`src/rtl/wake_timeout_ctrl.sv`:
```
module wake_timeout_ctrl #(
  parameter int RULE_W = 7,
  parameter int PS_W   = 2,
  parameter int CNT_W  = 16
) (
  input  logic              clk,
  input  logic              rst_n,
  input  logic              wake_req,
  input  logic [RULE_W-1:0] wake_rule,
  input  logic [PS_W-1:0]   pwr_state,
  input  logic              evt_pin_en,
  input  logic              wake_ack,
  input  logic [CNT_W-1:0]  timeout_count,
  output logic              evt_pin_n,
  output logic              wake_irq,
  output logic [RULE_W-1:0] wake_status,
  output logic              timeout_txreq
);

  localparam logic [CNT_W-1:0] ONE = CNT_W'(1);

  logic             pending;
  logic             fired;
  logic [CNT_W-1:0] cnt;

  wire powered_down = |pwr_state;
  wire accept       = wake_req & powered_down & ~pending & ~wake_ack;
  wire expire       = pending & ~fired & ~wake_ack & (cnt <= ONE);

  always_ff @(posedge clk or negedge rst_n) begin
    if (!rst_n) begin
      pending     <= 1'b0;
      wake_status <= '0;
      evt_pin_n   <= 1'b1;
    end else if (wake_ack) begin
      pending   <= 1'b0;
      evt_pin_n <= 1'b1;
    end else if (accept) begin
      pending     <= 1'b1;
      wake_status <= wake_rule;
      evt_pin_n   <= ~evt_pin_en;
    end
  end

  always_ff @(posedge clk or negedge rst_n) begin
    if (!rst_n)          cnt <= '0;
    else if (wake_ack)   cnt <= '0;
    else if (accept)     cnt <= timeout_count;
    else if (cnt != '0)  cnt <= cnt - ONE;
  end

  always_ff @(posedge clk or negedge rst_n) begin
    if (!rst_n) begin
      fired         <= 1'b0;
      timeout_txreq <= 1'b0;
    end else begin
      timeout_txreq <= expire;
      if (wake_ack || accept) fired <= 1'b0;
      else if (expire)        fired <= 1'b1;
    end
  end

  assign wake_irq = pending;

  a_r2_idle_ignores: assert property (@(posedge clk) disable iff (!rst_n)
    (pwr_state == '0 && !wake_irq) |=> !wake_irq);

  a_r4_pin_needs_event: assert property (@(posedge clk) disable iff (!rst_n)
    !evt_pin_n |-> wake_irq);

  a_r7_ack_clears: assert property (@(posedge clk) disable iff (!rst_n)
    wake_ack |=> (!wake_irq && evt_pin_n && !timeout_txreq));

  a_r5_status_held: assert property (@(posedge clk) disable iff (!rst_n)
    wake_irq |=> $stable(wake_status));

  a_r9_single_pulse: assert property (@(posedge clk) disable iff (!rst_n)
    timeout_txreq |=> !timeout_txreq);

  a_r9_pulse_needs_event: assert property (@(posedge clk) disable iff (!rst_n)
    timeout_txreq |-> wake_irq);

  a_r6_countdown_step: assert property (@(posedge clk) disable iff (!rst_n)
    (cnt != '0 && !wake_ack && !accept) |=> (cnt == $past(cnt) - ONE));

endmodule

```
`config.mk`:
```
export PLATFORM = sky130hd
export DESIGN_NAME = wake_timeout_ctrl
export DESIGN_NICKNAME = d
export VERILOG_FILES = /design/src/rtl/wake_timeout_ctrl.sv
export SDC_FILE = /design/constraint.sdc
export NUM_CORES = 1
export LEC_CHECK = 0
export BUFFER_PORTS_ARGS = -buffer_cell sky130_fd_sc_hd__buf_2
export CAP_MARGIN = 20
export CORE_MARGIN = 2
export CORE_UTILIZATION = 50
export CTS_CLUSTER_SIZE = 14
export DETAILED_ROUTE_END_ITERATION = 10
export GPL_TIMING_DRIVEN = 1
export PLACE_DENSITY_LB_ADDON = 0.08
export SLEW_MARGIN = 0
export SYNTH_ARGS = -nofsm -noshare
export SYNTH_HDL_FRONTEND = slang
export SYNTH_SLANG_ARGS = --single-unit
```
`constraint.sdc`:
```
create_clock -name clk -period 2.53 [get_ports clk]
set_input_delay 0.3795 -clock clk [delete_from_list [all_inputs] [get_ports clk]]
set_output_delay 0.3795 -clock clk [all_outputs]
set_load 0.01 [all_outputs]
```
* Word-level counts from Yosys, hierarchy flattened *
Index checks and enable logic that the tools add are counted.

operators by class
  $add $sub $neg = 1
  magnitude comparators = 1
  muxes and demuxes = 9
  bitwise operators = 10
  reduce and logical (&&, ||, !) cells = 7

operators with widths
  cell                   count
  $mux 16                3
  $le 16x1->1 const B    1
  $reduce_bool 16->1     1
  $sub 16x1->16 const B  1
  $and 1x1->1            6
  $mux 1                 6
  $not 1->1              4
  $reduce_bool 2->1      2
  $reduce_bool 3->1      1
  $reduce_and 2->1       1
  $reduce_or 2->1        1
  $logic_or 1x1->1       1

storage, ports and cells
  register bits after elaboration = 27
  input bits = 30
  output and inout bits = 10
  word-level logic and storage cells = 34

* Depth between registers and ports, before layout *
  depth in word-level cells = 6
  gate-level depth with buffers = 8
  depth with buffers taken out = 7

* Least setup slack after synthesis *
Ideal clock, no wire load.

  path type = register -> register
  start = reg cnt[0]
  end = reg cnt[1]
  setup time = 0.087 ns
  arrival time = 2.086 ns
  data required time = 2.443 ns
  path slack = 0.357 ns
  cell stages (with the launch flop) = 9
  buffers on the path = 1
  clock period less this slack = 2.173 ns
  path through = dfrtp_1 inv_1 ha_1 or3b_2 clkbuf_1 nor3_4 nand2_4 mux2_4 a211oi_2

between the ends
  cells in the longest elaborated chain, start to end = 4
  elaborated cells on any way between the ends = 6
  classes of those cells = add/sub: 1; mux: 3; reduce/logical: 2

ends and longest elaborated chain
  element                 line  text
  start, declared         24    logic [CNT_W-1:0] cnt;
  start signal, assigned  48    else if (accept) cnt <= timeout_count;
  start signal, assigned  49    else if (cnt != '0) cnt <= cnt - ONE;
  $sub 16x1->16           49
  $mux 16                 49
  $mux 16                 48
  $mux 16                 47    else if (wake_ack) cnt <= '0;

Several ways; a longest one is shown, not always the timed one. The select of a mux whose other input is x is not followed.
A chain may end at the register's enable or synchronous reset.

* Worst setup path after layout *
Same ends and word-level chain as after synthesis.

==> summary.txt <==
Largest net degree at the start of global routing -> 28
Number of DRC markers in iteration 0 -> 33
Clock transition at the registers of the reported paths -> 0.14 ns
Pwr per Cell Area -> 776.7 mW/mm^2
GPL Wtd Cong -> 0.8684
Final Hold Vio Count -> 0
Vias in the first global route -> 1,150
CTS tree -> yes
Count of cells resized by post-cts repair -> 0
Worst Path Max Fanout -> 7
Worst setup path end -> cnt[1]
Fin crit share -> 0.9035
HPWL after DPL -> 2.281 mm
Setup Skew -> 0.007187 ns
Vias per std cell -> 5.323
Clk Latency, worst-skew pair -> 0.31 ns
Final wirelength -> 2.996 mm
WP buf/inv -> 1
Yosys warns -> 0
# H-tree levels -> 1
Drc violations -> 0
I/O Pins -> 40
Clk root buf -> clkbuf_4
R2R Path Start -> cnt[0]
Number of antenna diodes -> 0
Worst-margin pin slew -> 0.5979 ns
Core area -> 0.002758 mm^2
FMAX -> 437.5 MHz
Critical Path AT -> 2.53 ns
Hold_ws -> 0.04642 ns
Slowest CP cell -> or3b_2
Vias -> 1,171
Synthesis-to-layout area growth -> 15.89%
Std-Cell Rows -> 19
Fin nets -> 222
Final ANT Viol Nets -> 0
R2r worst-path depth -> 7
Worst r2r dst -> cnt[1]
Starting Density -> 0.5227
Slew Viols, Final -> 0
First-pass GRT wire length -> 4.899 mm
DIE WIDTH -> 57.69 um
Setup TNS -> 0 ns
Mapped Avg Cell Area -> 9.609 um^2
Total clock sinks -> 27
Initial antenna violation count -> 0
Cell count after synthesis -> 150
Layout cells sized above 1 -> 0.3175
Syn_nets -> 182
Peak per-stage delay on the critical path -> 0.55 ns
Die span in y -> 57.69 um
Wire per inst -> 13.62 um
Synth Register Bits -> 27
Drt pass-1 iters -> 4
CP required -> 2.78 ns
GRT overflow -> 0
RSZ-0062 raised after global routing -> false
Post-synth cell types -> 37
Stages on worst setup path -> 7
Worst setup path start -> cnt[0]
Buffers on Ports -> 39
Seq/Total Area, Yosys -> 0.4696
Max-cap violation count -> 0
Flop2flop setup slack -> 0.24 ns
Worst slew margin -> 0.6014
CTS buffer count -> 3
Status -> finished clean
Clk buf depth -> 2
Startpoint Class -> flop
Hold Crit Class -> primary input to asynchronous set/reset pin
Post-placement cell count -> 216
Critical Path End Type -> flop
Post-CTS Hold Buffers -> 0
CP top delay family -> simple AND/OR/NAND/NOR gates
Setup violators final -> 0
Gr usage total -> 0.1873
Die area -> 0.003328 mm^2
Final worst path period need -> 2.286 ns
Leakage -> 0.0008242 uW
Crit path cell chain -> inv_1 > ha_1 > or3b_2 > nor3_4 > nand2_4 > mux2_4 > a211oi_2
Post-CTS setup buffers -> 0
Mapped Area -> 0.001441 mm^2
Cell Count, Final, Fillers Out -> 220
Kind of critical path -> flop to flop
Worst vdd ir -> 0.4821 mV
[state kept, by name, summed over array words and instances, names as in the netlist]
| register | cells |
|---|---|
| cnt | 16 |
| wake_status | 7 |
| evt_pin_n | 1 |
| fired | 1 |
| timeout_txreq | 1 |
| wake_irq | 1 |
[metrics by stage]
| step | power, uW | area [um^2] | setup slack (ns) | util |
|---|---|---|---|---|
| after CTS | 1313 | 1670 | 0.2586 | 0.6057 |
| final | 1297 | 1670 | 0.2442 | 0.6057 |
| after floorplan | 1001 | 1441 | 0.3570 | - |
| after global placement | 1110 | 1644 | 0.3700 | 0.5962 |
| after detailed placement | 1128 | 1644 | 0.2811 | 0.5962 |
| after global routing | 1386 | 1670 | 0.1576 | 0.6057 |
[cell usage after synthesis (all sizes together)]
cell type	count	share of area
inv	3	0.0078
nor3b	1	0.0052
or4	4	0.026
nand3	4	0.014
nand2b	1	0.0043
xor2	5	0.030
a211o	1	0.0061
a31o	1	0.0061
nand2	35	0.096
ha	2	0.017
nor3	4	0.030
nor4	5	0.026
clkbuf	5	0.027
dfstp	1	0.018
a21o	1	0.0052
nor2	17	0.046
xnor2	8	0.049
or3	2	0.012
o31ai	1	0.0052
buf	1	0.0052
and2	1	0.0052
or3b	1	0.0061
a21oi	5	0.017
mux2	1	0.010
dfrtp	26	0.45
o21a	1	0.0052
a211oi	7	0.047
o21ai	6	0.021
[worst register-to-register path: stages (launching register included)]
cell      delay (ns)
dfrtp_1         0.44
inv_1           0.12
ha_1            0.20
or3b_2          0.55
nor3_4          0.27
nand2_4         0.13
mux2_4          0.32
a211oi_2        0.20
[final cells by class]
type                            count  area, um^2
Clock buffer                        4       26.28
Multi-Input combinational cell    114       706.9
Timing Repair Buffer               41       210.2
Fill cell                         262        1087
Tap cell                           31       38.79
Sequential cell                    27       676.9
Inverter                            3       11.26
[layer usage]
metal  part of all wire  global-route usage
met1               0.45              0.2405
met2               0.50              0.3312
met3              0.038             0.02232
met4              0.011             0.05648
met5                  0                   0
[cell usage in the layout, fill, tap and decap left out, types with 2 or more instances in the layout]
cell type / instances
o21ai_0: 5
a211oi_2: 3
nor4_1: 4
a211oi_1: 4
a21oi_1: 5
nor2_1: 16
nor3_1: 2
or4_1: 2
nor3_4: 2
xnor2_1: 8
buf_2: 39
buf_4: 2
clkbuf_4: 3
nand2_1: 34
nand3_1: 4
inv_1: 3
xor2_1: 5
ha_1: 2
or4_4: 2
dfrtp_1: 26
[where the power goes]
group	switching (uW)	total (uW)	leakage [uW]	internal, uW
clock network	117	179	0.0000150	61.5
registers	86.5	602	0.000349	516
logic	270	516	0.000460	247
[cell families (layout without fill, tap and decap cells)]
kind of cell	Yosys count	after routing	synth area share
buf+inv	9	48	0.03993
compound gates	23	23	0.1128
flops	27	27	0.4696
simple gates	75	75	0.2708
mux	1	1	0.01041
fa+ha+maj	2	2	0.01736
xor+xnor	13	13	0.07899
[worst min-delay path by stage]
stage               cells after the start            end   from  slack, ns
floorplan                               0         cnt[0]  rst_n       0.08
global placement                        1  timeout_txreq  rst_n       0.42
detailed placement                      1  timeout_txreq  rst_n       0.43
CTS                                     1          fired  rst_n       0.06
global route                            1  timeout_txreq  rst_n       0.07
finish                                  1          fired  rst_n       0.05
(Power assumes the default switching activity.)
